==> src/rtl/tick_timer_pkg.sv <==
package tick_timer_pkg;

   // control word layout (fixed, software visible)
   localparam int unsigned CTRL_W = 8;
   localparam int unsigned PSC_W  = 3;

   typedef enum logic [1:0] {
      SRC_DFLT = 2'd0,
      SRC_OSC  = 2'd1,
      SRC_PLL  = 2'd2,
      SRC_SPARE = 2'd3
   } src_sel_e;

   typedef struct packed {
      logic             oneshot;  // bit 7
      logic [PSC_W-1:0] psc;      // bits 6:4
      src_sel_e         src;      // bits 3:2
      logic             reload;   // bit 1
      logic             enable;   // bit 0
   } ctrl_t;

   // word-address map
   localparam int unsigned IER_WORD       = 0;
   localparam int unsigned ISR_WORD       = 1;
   localparam int unsigned CH_BASE_WORD   = 4;
   localparam int unsigned CH_STRIDE_WORD = 4;
   localparam int unsigned CH_CTRL_OFS    = 0;
   localparam int unsigned CH_INTV_OFS    = 1;
   localparam int unsigned CH_CUR_OFS     = 2;

endpackage

==> src/rtl/ttb_prescale.sv <==
module ttb_prescale
   import tick_timer_pkg::*;
#(
   parameter int unsigned PSC_BITS = PSC_W
) (
   input  logic                clk,
   input  logic                rst_n,
   input  logic                run,
   input  src_sel_e            src,
   input  logic                osc_tick,
   input  logic                pll_tick,
   input  logic [PSC_BITS-1:0] psc,
   output logic                tick
);

   localparam int unsigned DIV_W = (1 << PSC_BITS) - 1;

   logic             src_tick;
   logic [DIV_W-1:0] pcnt;
   logic [DIV_W-1:0] limit;
   logic             wrap;

   // codes other than the alternate source fall back to the primary one
   always_comb begin
      src_tick = (src == SRC_PLL) ? pll_tick : osc_tick;
      limit    = ~({DIV_W{1'b1}} << psc);
      wrap     = (pcnt >= limit);
   end

   always_ff @(posedge clk or negedge rst_n) begin
      if (!rst_n) begin
         pcnt <= '0;
      end else if (!run) begin
         pcnt <= '0;
      end else if (src_tick) begin
         pcnt <= wrap ? '0 : pcnt + 1'b1;
      end
   end

   assign tick = run & src_tick & wrap;

endmodule

==> src/rtl/ttb_chan.sv <==
module ttb_chan
   import tick_timer_pkg::*;
#(
   parameter int unsigned CNT_W = 32
) (
   input  logic             clk,
   input  logic             rst_n,
   input  logic             tick,
   input  logic             ctrl_we,
   input  ctrl_t            ctrl_wdata,
   input  logic             intv_we,
   input  logic [CNT_W-1:0] intv_wdata,
   output ctrl_t            ctrl_q,
   output logic [CNT_W-1:0] intv_q,
   output logic [CNT_W-1:0] cur_q,
   output logic             expire
);

   logic  at_zero;
   ctrl_t ctrl_hw;

   always_comb begin
      at_zero = (cur_q == '0);
      expire  = tick & ~ctrl_q.reload & at_zero;
      ctrl_hw = ctrl_q;
      if (tick && ctrl_q.reload) begin
         ctrl_hw.reload = 1'b0;
      end
      if (expire && ctrl_q.oneshot) begin
         ctrl_hw.enable = 1'b0;
      end
   end

   // bus write of the control word takes priority over hardware updates
   always_ff @(posedge clk or negedge rst_n) begin
      if (!rst_n) begin
         ctrl_q <= '0;
      end else begin
         ctrl_q <= ctrl_we ? ctrl_wdata : ctrl_hw;
      end
   end

   always_ff @(posedge clk or negedge rst_n) begin
      if (!rst_n) begin
         intv_q <= '0;
      end else if (intv_we) begin
         intv_q <= intv_wdata;
      end
   end

   always_ff @(posedge clk or negedge rst_n) begin
      if (!rst_n) begin
         cur_q <= '0;
      end else if (tick) begin
         if (ctrl_q.reload) begin
            cur_q <= intv_q;
         end else if (at_zero) begin
            if (!ctrl_q.oneshot) begin
               cur_q <= intv_q;
            end
         end else begin
            cur_q <= cur_q - 1'b1;
         end
      end
   end

endmodule

==> src/rtl/tick_timer_bank.sv <==
module tick_timer_bank
   import tick_timer_pkg::*;
#(
   parameter int unsigned NUM_CH  = 3,
   parameter int unsigned CNT_W   = 32,
   parameter int unsigned ADDR_W  = 8,
   parameter int unsigned DATA_W  = 32,
   parameter bit          REG_IRQ = 1'b0
) (
   input  logic              clk,
   input  logic              rst_n,
   input  logic              osc_tick_i,
   input  logic              pll_tick_i,
   input  logic              bus_we_i,
   input  logic [ADDR_W-1:0] bus_addr_i,
   input  logic [DATA_W-1:0] bus_wdata_i,
   output logic [DATA_W-1:0] bus_rdata_o,
   output logic [NUM_CH-1:0] irq_o
);

   localparam int unsigned WA_W     = ADDR_W - 2;
   localparam int unsigned MAP_WORDS = CH_BASE_WORD + CH_STRIDE_WORD * NUM_CH;

   // elaboration-time parameter checks
   if (NUM_CH < 1 || NUM_CH > DATA_W) begin : g_bad_num_ch
      $error("NUM_CH must lie between 1 and DATA_W");
   end
   if (CNT_W < 2 || CNT_W > DATA_W) begin : g_bad_cnt_w
      $error("CNT_W must lie between 2 and DATA_W");
   end
   if (DATA_W < CTRL_W) begin : g_bad_data_w
      $error("DATA_W too narrow for the control word");
   end
   if (ADDR_W < 3 || MAP_WORDS > (1 << WA_W)) begin : g_bad_addr_w
      $error("ADDR_W too narrow for the register map");
   end

   logic [WA_W-1:0]   word;
   logic [NUM_CH-1:0] ier_q;
   logic [NUM_CH-1:0] isr_q;
   logic [NUM_CH-1:0] isr_clr;
   logic              ier_we;
   logic              isr_we;
   logic [NUM_CH-1:0] ctrl_we;
   logic [NUM_CH-1:0] tick_vec;
   logic [NUM_CH-1:0] expire_vec;
   ctrl_t             ctrl_q [NUM_CH];
   logic [CNT_W-1:0]  intv_q [NUM_CH];
   logic [CNT_W-1:0]  cur_q  [NUM_CH];
   logic              unused_bits;

   assign word        = bus_addr_i[ADDR_W-1:2];
   assign unused_bits = ^{bus_addr_i[1:0], bus_wdata_i};
   assign ier_we      = bus_we_i && (word == WA_W'(IER_WORD));
   assign isr_we      = bus_we_i && (word == WA_W'(ISR_WORD));
   assign isr_clr     = isr_we ? bus_wdata_i[NUM_CH-1:0] : '0;

   // per-channel datapath
   for (genvar i = 0; i < NUM_CH; i++) begin : g_ch
      localparam int unsigned CW = CH_BASE_WORD + CH_STRIDE_WORD * i;
      logic intv_we;

      assign ctrl_we[i] = bus_we_i && (word == WA_W'(CW + CH_CTRL_OFS));
      assign intv_we    = bus_we_i && (word == WA_W'(CW + CH_INTV_OFS));

      ttb_prescale #(
         .PSC_BITS (PSC_W)
      ) u_psc (
         .clk      (clk),
         .rst_n    (rst_n),
         .run      (ctrl_q[i].enable),
         .src      (ctrl_q[i].src),
         .osc_tick (osc_tick_i),
         .pll_tick (pll_tick_i),
         .psc      (ctrl_q[i].psc),
         .tick     (tick_vec[i])
      );

      ttb_chan #(
         .CNT_W (CNT_W)
      ) u_chan (
         .clk        (clk),
         .rst_n      (rst_n),
         .tick       (tick_vec[i]),
         .ctrl_we    (ctrl_we[i]),
         .ctrl_wdata (ctrl_t'(bus_wdata_i[CTRL_W-1:0])),
         .intv_we    (intv_we),
         .intv_wdata (bus_wdata_i[CNT_W-1:0]),
         .ctrl_q     (ctrl_q[i]),
         .intv_q     (intv_q[i]),
         .cur_q      (cur_q[i]),
         .expire     (expire_vec[i])
      );
   end

   // shared enable and status words; a new event beats a same-cycle clear
   always_ff @(posedge clk or negedge rst_n) begin
      if (!rst_n) begin
         ier_q <= '0;
         isr_q <= '0;
      end else begin
         if (ier_we) begin
            ier_q <= bus_wdata_i[NUM_CH-1:0];
         end
         isr_q <= (isr_q & ~isr_clr) | expire_vec;
      end
   end

   // read mux
   always_comb begin
      bus_rdata_o = '0;
      if (word == WA_W'(IER_WORD)) begin
         bus_rdata_o[NUM_CH-1:0] = ier_q;
      end else if (word == WA_W'(ISR_WORD)) begin
         bus_rdata_o[NUM_CH-1:0] = isr_q;
      end
      for (int i = 0; i < NUM_CH; i++) begin
         if (word == WA_W'(CH_BASE_WORD + CH_STRIDE_WORD * i + CH_CTRL_OFS)) begin
            bus_rdata_o[CTRL_W-1:0] = ctrl_q[i];
         end
         if (word == WA_W'(CH_BASE_WORD + CH_STRIDE_WORD * i + CH_INTV_OFS)) begin
            bus_rdata_o[CNT_W-1:0] = intv_q[i];
         end
         if (word == WA_W'(CH_BASE_WORD + CH_STRIDE_WORD * i + CH_CUR_OFS)) begin
            bus_rdata_o[CNT_W-1:0] = cur_q[i];
         end
      end
   end

   // interrupt lines: combinational or registered variant
   if (REG_IRQ) begin : g_irq_reg
      always_ff @(posedge clk or negedge rst_n) begin
         if (!rst_n) begin
            irq_o <= '0;
         end else begin
            irq_o <= isr_q & ier_q;
         end
      end
   end else begin : g_irq_comb
      assign irq_o = isr_q & ier_q;
   end

endmodule

==> config.mk <==
export PLATFORM = sky130hd
export DESIGN_NAME = tick_timer_bank
export DESIGN_NICKNAME = d
export VERILOG_FILES = /design/src/rtl/tick_timer_pkg.sv /design/src/rtl/ttb_prescale.sv /design/src/rtl/ttb_chan.sv /design/src/rtl/tick_timer_bank.sv
export SDC_FILE = /design/constraint.sdc
export NUM_CORES = 1
export LEC_CHECK = 0
export BUFFER_PORTS_ARGS = -buffer_cell sky130_fd_sc_hd__buf_4
export CAP_MARGIN = 20
export CORE_MARGIN = 2
export CORE_UTILIZATION = 30
export DETAILED_ROUTE_END_ITERATION = 10
export PLACE_DENSITY = 0.49
export SYNTH_ARGS = -nofsm -noshare
export SYNTH_HDL_FRONTEND = slang
export SYNTH_SLANG_ARGS = --single-unit
==> constraint.sdc <==
create_clock -name clk -period 4.6 [get_ports clk]
set_clock_uncertainty 0.1 [all_clocks]
set_input_delay 0.46 -clock clk [delete_from_list [all_inputs] [get_ports clk]]
set_output_delay 0.46 -clock clk [all_outputs]
set_load 0.03 [all_outputs]
==> results of run 1 <==
[synthesized netlist by cell type (all sizes together) (3+ instances only)]
master,count,area share
nand4b,4,0.0024
or3,21,0.0093
nor4,23,0.010
mux2,148,0.11
and3,16,0.0068
mux2i,24,0.016
a31oi,40,0.017
inv,32,0.0082
o41ai,3,0.0018
dfrtp,243,0.41
and2,5,0.0021
o211ai,7,0.0036
nand2b,26,0.011
nor2b,8,0.0034
o21ai,119,0.040
nand2,118,0.030
o31ai,14,0.0081
a221oi,9,0.0054
nor3,80,0.028
nor3b,4,0.0020
nand3,55,0.019
buf,17,0.0055
a22oi,57,0.029
a2bb2oi,24,0.014
or4,11,0.0066
or2,6,0.0026
a31o,9,0.0054
o22a,3,0.0019
a311oi,3,0.0018
nor2,95,0.024
a41oi,3,0.0018
a211o,5,0.0030
nand4,15,0.0064
o22ai,27,0.011
a21oi,101,0.034
ha,30,0.026
a211oi,18,0.0092
clkbuf,90,0.023
a21o,14,0.0071
a22o,16,0.0095
o2bb2ai,12,0.0071
nand3b,5,0.0026
nor4b,5,0.0030
[metal layers]
layer | vias to the layer above | part of all wire | global-route usage
met5 | - | 0.00024 | 0
met4 | 2 | 0.029 | 0.0622
met3 | 80 | 0.053 | 0.0265
met2 | 487 | 0.46 | 0.343
met1 | 6718 | 0.46 | 0.305
li1 | 6126 | - | -
[registers in the layout (all words and copies together) (netlist names)]
| name | cells |
|---|---|
| g_ch.u_chan.ctrl_q | 24 |
| g_ch.u_chan.cur_q | 96 |
| g_ch.u_chan.intv_q | 96 |
| g_ch.u_psc.pcnt | 21 |
| ier_q | 3 |
| isr_q | 3 |
[worst min-delay path, stage by stage]
cell,delay [ns]
buf_4,0.09
nand2_1,0.04
o21ai_0,0.06
[final cells by class]
type	count	share of cell area
Clock buffer	39	0.0475
Tap cell	622	0.0455
Timing Repair Buffer	123	0.0556
Multi-Input combinational cell	1204	0.478
Sequential cell	243	0.355
Clock inverter	13	0.0104
Inverter	33	0.00724
[path summary, 6_finish.rpt]
| kind | end | slack [ns] | depth (start not counted) |
|---|---|---|---|
| max | g_ch[0].u_chan.cur_q[4]$_DFFE_PN0P_ | 1.11 | 9 |
| min | g_ch[1].u_chan.ctrl_q[1]$_DFFE_PN0P_ | 0.02 | 3 |
| max reg2reg | g_ch[0].u_chan.cur_q[4]$_DFFE_PN0P_ | 1.11 | 9 |
| min reg2reg | ier_q[1]$_DFFE_PN0P_ | 0.40 | 2 |
| max in group asynchronous | g_ch[0].u_chan.intv_q[13]$_DFFE_PN0P_ | 2.80 | 3 |
| min in group asynchronous | g_ch[2].u_psc.pcnt[5]$_DFFE_PN0P_ | 0.49 | 2 |
[what timing repair did]
action | 4_1_cts | 5_1_grt
buffers inserted | 0 | 0
hold endpoints to repair | 108 | 0
hold buffers | 1 | 0
[power breakdown]
group          total, W  switching (W)  leakage, nW  internal (W)
clock network   0.00245       0.000986        0.484       0.00146
logic           0.00111       0.000626         3.86      0.000480
registers       0.00270       0.000349         3.21       0.00236
total           0.00626        0.00196         7.56       0.00430
[cells by family (layout without fill, tap and decap cells)]
logic type	Yosys count	in the layout	synth area share
AOI/OAI and AO/OA	498	498	0.221
buffers and inverters	140	208	0.0369
muxes	172	172	0.130
adders and majority gates	30	30	0.0255
DFF	243	243	0.413
xor gates and xnor gates	1	1	0.000595
and+or+nand+nor	503	503	0.173
[through the flow]
step	power (W)	setup slack (ns)	utilization	hold slack, ns	std cells
3_5_place_dp	0.00383	1.17	0.330	0.388	2222
3_3_place_gp	0.00381	1.19	0.330	0.384	2221
4_1_cts	0.00629	1.16	0.351	0.00267	2275
5_1_grt	0.00654	0.864	0.352	0.0250	2277
6_report	0.00626	1.11	0.352	0.0232	2277
2_1_floorplan	0.00333	1.68	-	0.0644	1587
==> impl_results.md, run 1 <==
- GR Overflow Total: 0
- Cells after Synth: 1587
- IO buf count: 77
- Highest-count cells in the layout ignoring fill and taps: dfrtp_1, mux2_2, buf_4
- Yosys cell types: 68
- Nets@finish: between 1500 and 2000
- Multi-input gate area: 0.00818 mm2
- HP Start: bus_wdata_i[1]
- Cell mode on critical path: o21ai_0
- # IOs: 80
- Least-Margin Pin Slew: 1.07 ns
- Total CTS buffers: 29
- Final Instance Area: approximately 0.017 mm2
- Setup tns final: 0 ns
- P&R area growth vs syn: 16.2%
- CTS tree: done
- Post-Syn Area: 0.0147 mm2
- Power Dens Cells: 366 mW/mm2
- First-pass GRT wire length: 83.4 mm
- Remaining DRCs: 0
- RSZ-0062 raised after global routing: no
- Reg-to-reg startpoint: g_ch[0].u_chan.cur_q[0]$_DFFE_PN0P_
- Clock Sinks: ~240
- # Max-Cap Violations: 0
- Vias/cell: between 5 and 6
- Critical-path maximum fanout: 31
- Critical Path Slowest Stage Cell: or4b_2
- Worst IR Drop VDD: 0.247 mV
- Total number of vias: between 10000 and 15000
- Syn_area_per_cell: 9.27 um2
- Post-synthesis async set-or-reset flop share: 1.00
- Final-report max-slew violation count: 0
- Initial core utilization: 0.303
- CP bufs+invs: 2
- CP Launch Type: flop
- Sequential share of the synthesized area: 0.413
- Most common cell after layout, fill and taps aside: dfrtp_1
- Post-CTS sizing: 0
- Total track usage: 0.215
- Primary FF master, synth: dfrtp_1
- Worst path max stage delay: 0.66 ns
- Total Die Area: roughly 0.051 mm2
- Synth warn: 0
- Final Critical Period: 3.49 ns
- Critical path arrival: 3.82 ns
- Leakage power: 7.56 nW
- Net count after synthesis: 1662
- Critical Path End Type: flop
- FP Rows: 81
- Largest net degree at the start of global routing: 113
- CTS Root Cell: clkbuf_16
- Flops & latches, synth: 243
- Crit Path Class: flop to flop
- Outcome: finished clean
- Layout cells sized above 1: 0.216
- Clock transition at path regs: 0.06 ns
- CP cell instances: inv_1 > ha_1 > or4b_2 > nor3_1 > a31o_2 > buf_4 > nor2_1 > o21ai_0 > o21ai_0
- Initial DRC count: 1361
- Worst min path class: input port to flop
- GP Congestion: 0.869
- Fill cell count: between 4000 and 5000
- Die Span X: 225 um
- Critical path required time: 4.94 ns
- Family with the most delay on the worst path: simple AND/OR/NAND/NOR gates
- Post-DP HPWL: about 39 mm
- Final setup violation count: 0
- Drt pass-1 iters: 5
- Fmax: roughly 290 MHz
- Final ANT Viol Nets: 0
- Die Y: 225 um
- EDFF count, synth: 0
- Antenna Diode Count: 0
- CP startpoint: g_ch[0].u_chan.cur_q[0]$_DFFE_PN0P_
- Routed length per instance: between 20 and 25 um
- Final hold vios: 0
- Clock Tree Buf Depth: 3
- Vias in the first global route: 13000
- Slew HR: 0.286
- Htree depth: 1
- Initial antenna violation count: 1
- Clock Latency Late Sink: between 0.5 and 0.6 ns
- Final period utilization: 0.758
- Reg area: 0.00608 mm2
- Final wirelength: 54.9 mm
- Placed inst area: 0.0161 mm2
- Core ar.: 0.0486 mm2
(Power assumes the default switching activity.)
==> run 2: changes to the inputs <==
clock period = 3.35 ns   (was 4.6 ns; I/O delays follow)
==> impl_results.md, run 2 (synthesis gave the netlist of run 1 again) <==
- Initial DRC count: 1336 (-1.8%)
- Largest net degree at the start of global routing: 84 (-26%)
- Critical Path End Type: flop
- Placed inst area: 0.0164 mm2 (+2.2%)
- CP Launch Type: flop
- R2r setup slk: 0.29 ns (-0.82 ns)
- Vias/cell: 5.79 (-1.7%)
- Critical path required time: 3.69 ns (-1.25 ns)
- Final ANT Viol Nets: 0 (unchanged)
- Clock Tree Buf Depth: 3 (unchanged)
- Drt pass-1 iters: 5 (unchanged)
- Clock transition at path regs: 0.06 ns (about the same)
- IO buf count: 77 (unchanged)
- Post-CTS sizing: 0 (unchanged)
- GP Congestion: 0.858 (-1.4%)
- Highest-count cells in the layout ignoring fill and taps: dfrtp_1, mux2_2, buf_4
- HP Start: bus_addr_i[3]
- Outcome: finished clean
- Post-DP HPWL: 39.9 mm (+1.5%)
- Least-Margin Pin Slew: 0.742 ns (-0.327 ns)
- RSZ-0062 raised after global routing: no
- Remaining DRCs: 0 (unchanged)
- Total track usage: 0.215 (-0.000726)
- Power Dens Cells: 489 mW/mm2 (+34%)
- Reg-to-reg startpoint: g_ch[0].u_chan.cur_q[0]$_DFFE_PN0P_
- Worst min path class: input port to flop
- Final-report max-slew violation count: 0 (unchanged)
- Most common cell after layout, fill and taps aside: dfrtp_1
- Final WS setup: 0.289 ns (-0.824 ns)
- # IOs: 80 (unchanged)
- Leakage power: 7.90 nW (+4.5%)
- Fmax: 327 MHz (+14%)
- FP Rows: 81 (unchanged)
- Core Util, Final: 0.365 (+0.0134)
- Final Critical Period: 3.06 ns (-0.426 ns)
- R2R cell count: 9 (unchanged)
- Total number of vias: 13500 (+0.92%)
- RR Endpoint: g_ch[0].u_chan.cur_q[20]$_DFFE_PN0P_
- Worst IR Drop VDD: 0.324 mV (+31%)
- Place WS: 0.308 ns (-0.864 ns)
- Final setup violation count: 0 (unchanged)
- Total Die Area: 0.0508 mm2 (unchanged)
- Antenna Diode Count: 0 (unchanged)
- Clock Sinks: 243 (unchanged)
- First-pass GRT wire length: 82.9 mm (-0.62%)
- Die Span X: 225 um (unchanged)
- Routed length per instance: 23.4 um (-2.8%)
- CTS Root Cell: clkbuf_16
- Final period utilization: 0.914 (+0.156)
- Initial antenna violation count: 0 (-1)
- Critical path arrival: 3.40 ns (-0.42 ns)
- Final wirelength: 54.7 mm (-0.23%)
- Hold path depth: 5 (+2)
- Die Y: 225 um (unchanged)
- Htree depth: 1 (unchanged)
- Hold path endpoint: isr_q[2]$_DFF_PN0_
- # Max-Cap Violations: 0 (unchanged)
- P&R area growth vs syn: 20.6%
- GR Overflow Total: 0 (unchanged)
- Final hold slack: 0.185 ns (+0.161 ns)
- Nets@finish: 1771 (+3.6%)
- Total CTS buffers: 29 (unchanged)
- Final hold vios: 0 (unchanged)
- CTS tree: done
- Vias in the first global route: 13000 (+0.16%)
- Slew HR: 0.505 (+0.220)
- Largest registers: g_ch.u_chan.cur_q: 96 flops, g_ch.u_chan.intv_q: 96 flops, g_ch.u_chan.ctrl_q: 24 flops
- Layout cells sized above 1: 0.226 (+0.0104)
- Initial core utilization: 0.303 (unchanged)
- Core ar.: 0.0486 mm2 (unchanged)
- Critical-path maximum fanout: 12 (-61%)
- Setup tns final: 0 ns (unchanged)
- Final Instance Area: 0.0178 mm2 (+3.8%)
- Clock Latency Late Sink: 0.56 ns (about the same)
- Crit Path Class: flop to flop
-- run 2: changes by cell type in the layout (fill, tap and decap cells not counted), sizes merged --
cell         change
buf             +30
clkbuf           +1
clkinv           +1
clkinvlp         -2
dlygate4sd3     +32
inv              -1
-- run 2: layout make-up --
cell class              instances  area [um2]
well taps                     622         778
repair buffers                185        1590
clock inverters                11         155
flip-flops and latches        243        6080
fillers                      4918       30900
inverters                      33         124
multi-input cells            1204        8180
clock buffers                  40         847
-- run 2: report_power, final --
part	internal [W]	switching [W]	total, W
clock network	0.00205	0.00132	0.00338
logic	0.000718	0.000888	0.00161
registers	0.00324	0.000460	0.00370
-- run 2: worst max-delay path: stages (launching register included) --
cell and delay, ns:
dfrtp_1 0.41, inv_1 0.17, ha_1 0.21, or4b_2 0.64, nor3_1 0.43, a31o_2 0.40
buf_4 0.24, nor2_1 0.06, o21ai_0 0.17, o21ai_0 0.10
-- run 2: through the flow --
step | cells | power [W]
floorplan | 1587 | 0.00457
global placement | 2254 | 0.00528
detailed placement | 2254 | 0.00532
CTS | 2338 | 0.00875
global route | 2338 | 0.00908
finish | 2338 | 0.00868
-- run 2: metal layers --
layer  vias to the layer above  global-route usage  share of wire
met3                        83              0.0284          0.055
li1                       6242                   -              -
met1                      6762               0.300           0.45
met2                       450               0.340           0.46
met4                         0              0.0724          0.036
met5                         -                   0              0
-- run 2: repair_timing --
action                                  in CTS  in global routing
buffers inserted                             0                  0
endpoints found under the setup margin       0                  0
hold endpoints to repair                   180                  0
hold buffers                                33                  0
-- run 2: worst max-delay path by stage --
stage          slack, ns                                  from                                    to  cells after the start
3_5_place_dp        0.31   g_ch[0].u_chan.cur_q[0]$_DFFE_PN0P_  g_ch[0].u_chan.cur_q[20]$_DFFE_PN0P_                      9
6_report            0.29   g_ch[0].u_chan.cur_q[0]$_DFFE_PN0P_  g_ch[0].u_chan.cur_q[20]$_DFFE_PN0P_                      9
3_3_place_gp        0.33   g_ch[0].u_chan.cur_q[0]$_DFFE_PN0P_  g_ch[0].u_chan.cur_q[20]$_DFFE_PN0P_                      9
5_1_grt             0.05   g_ch[0].u_chan.cur_q[0]$_DFFE_PN0P_  g_ch[0].u_chan.cur_q[20]$_DFFE_PN0P_                      9
2_1_floorplan       0.58  g_ch[0].u_chan.ctrl_q[5]$_DFFE_PN0P_     g_ch[0].u_psc.pcnt[5]$_DFFE_PN0P_                      9
4_1_cts             0.31   g_ch[0].u_chan.cur_q[0]$_DFFE_PN0P_  g_ch[0].u_chan.cur_q[20]$_DFFE_PN0P_                      9
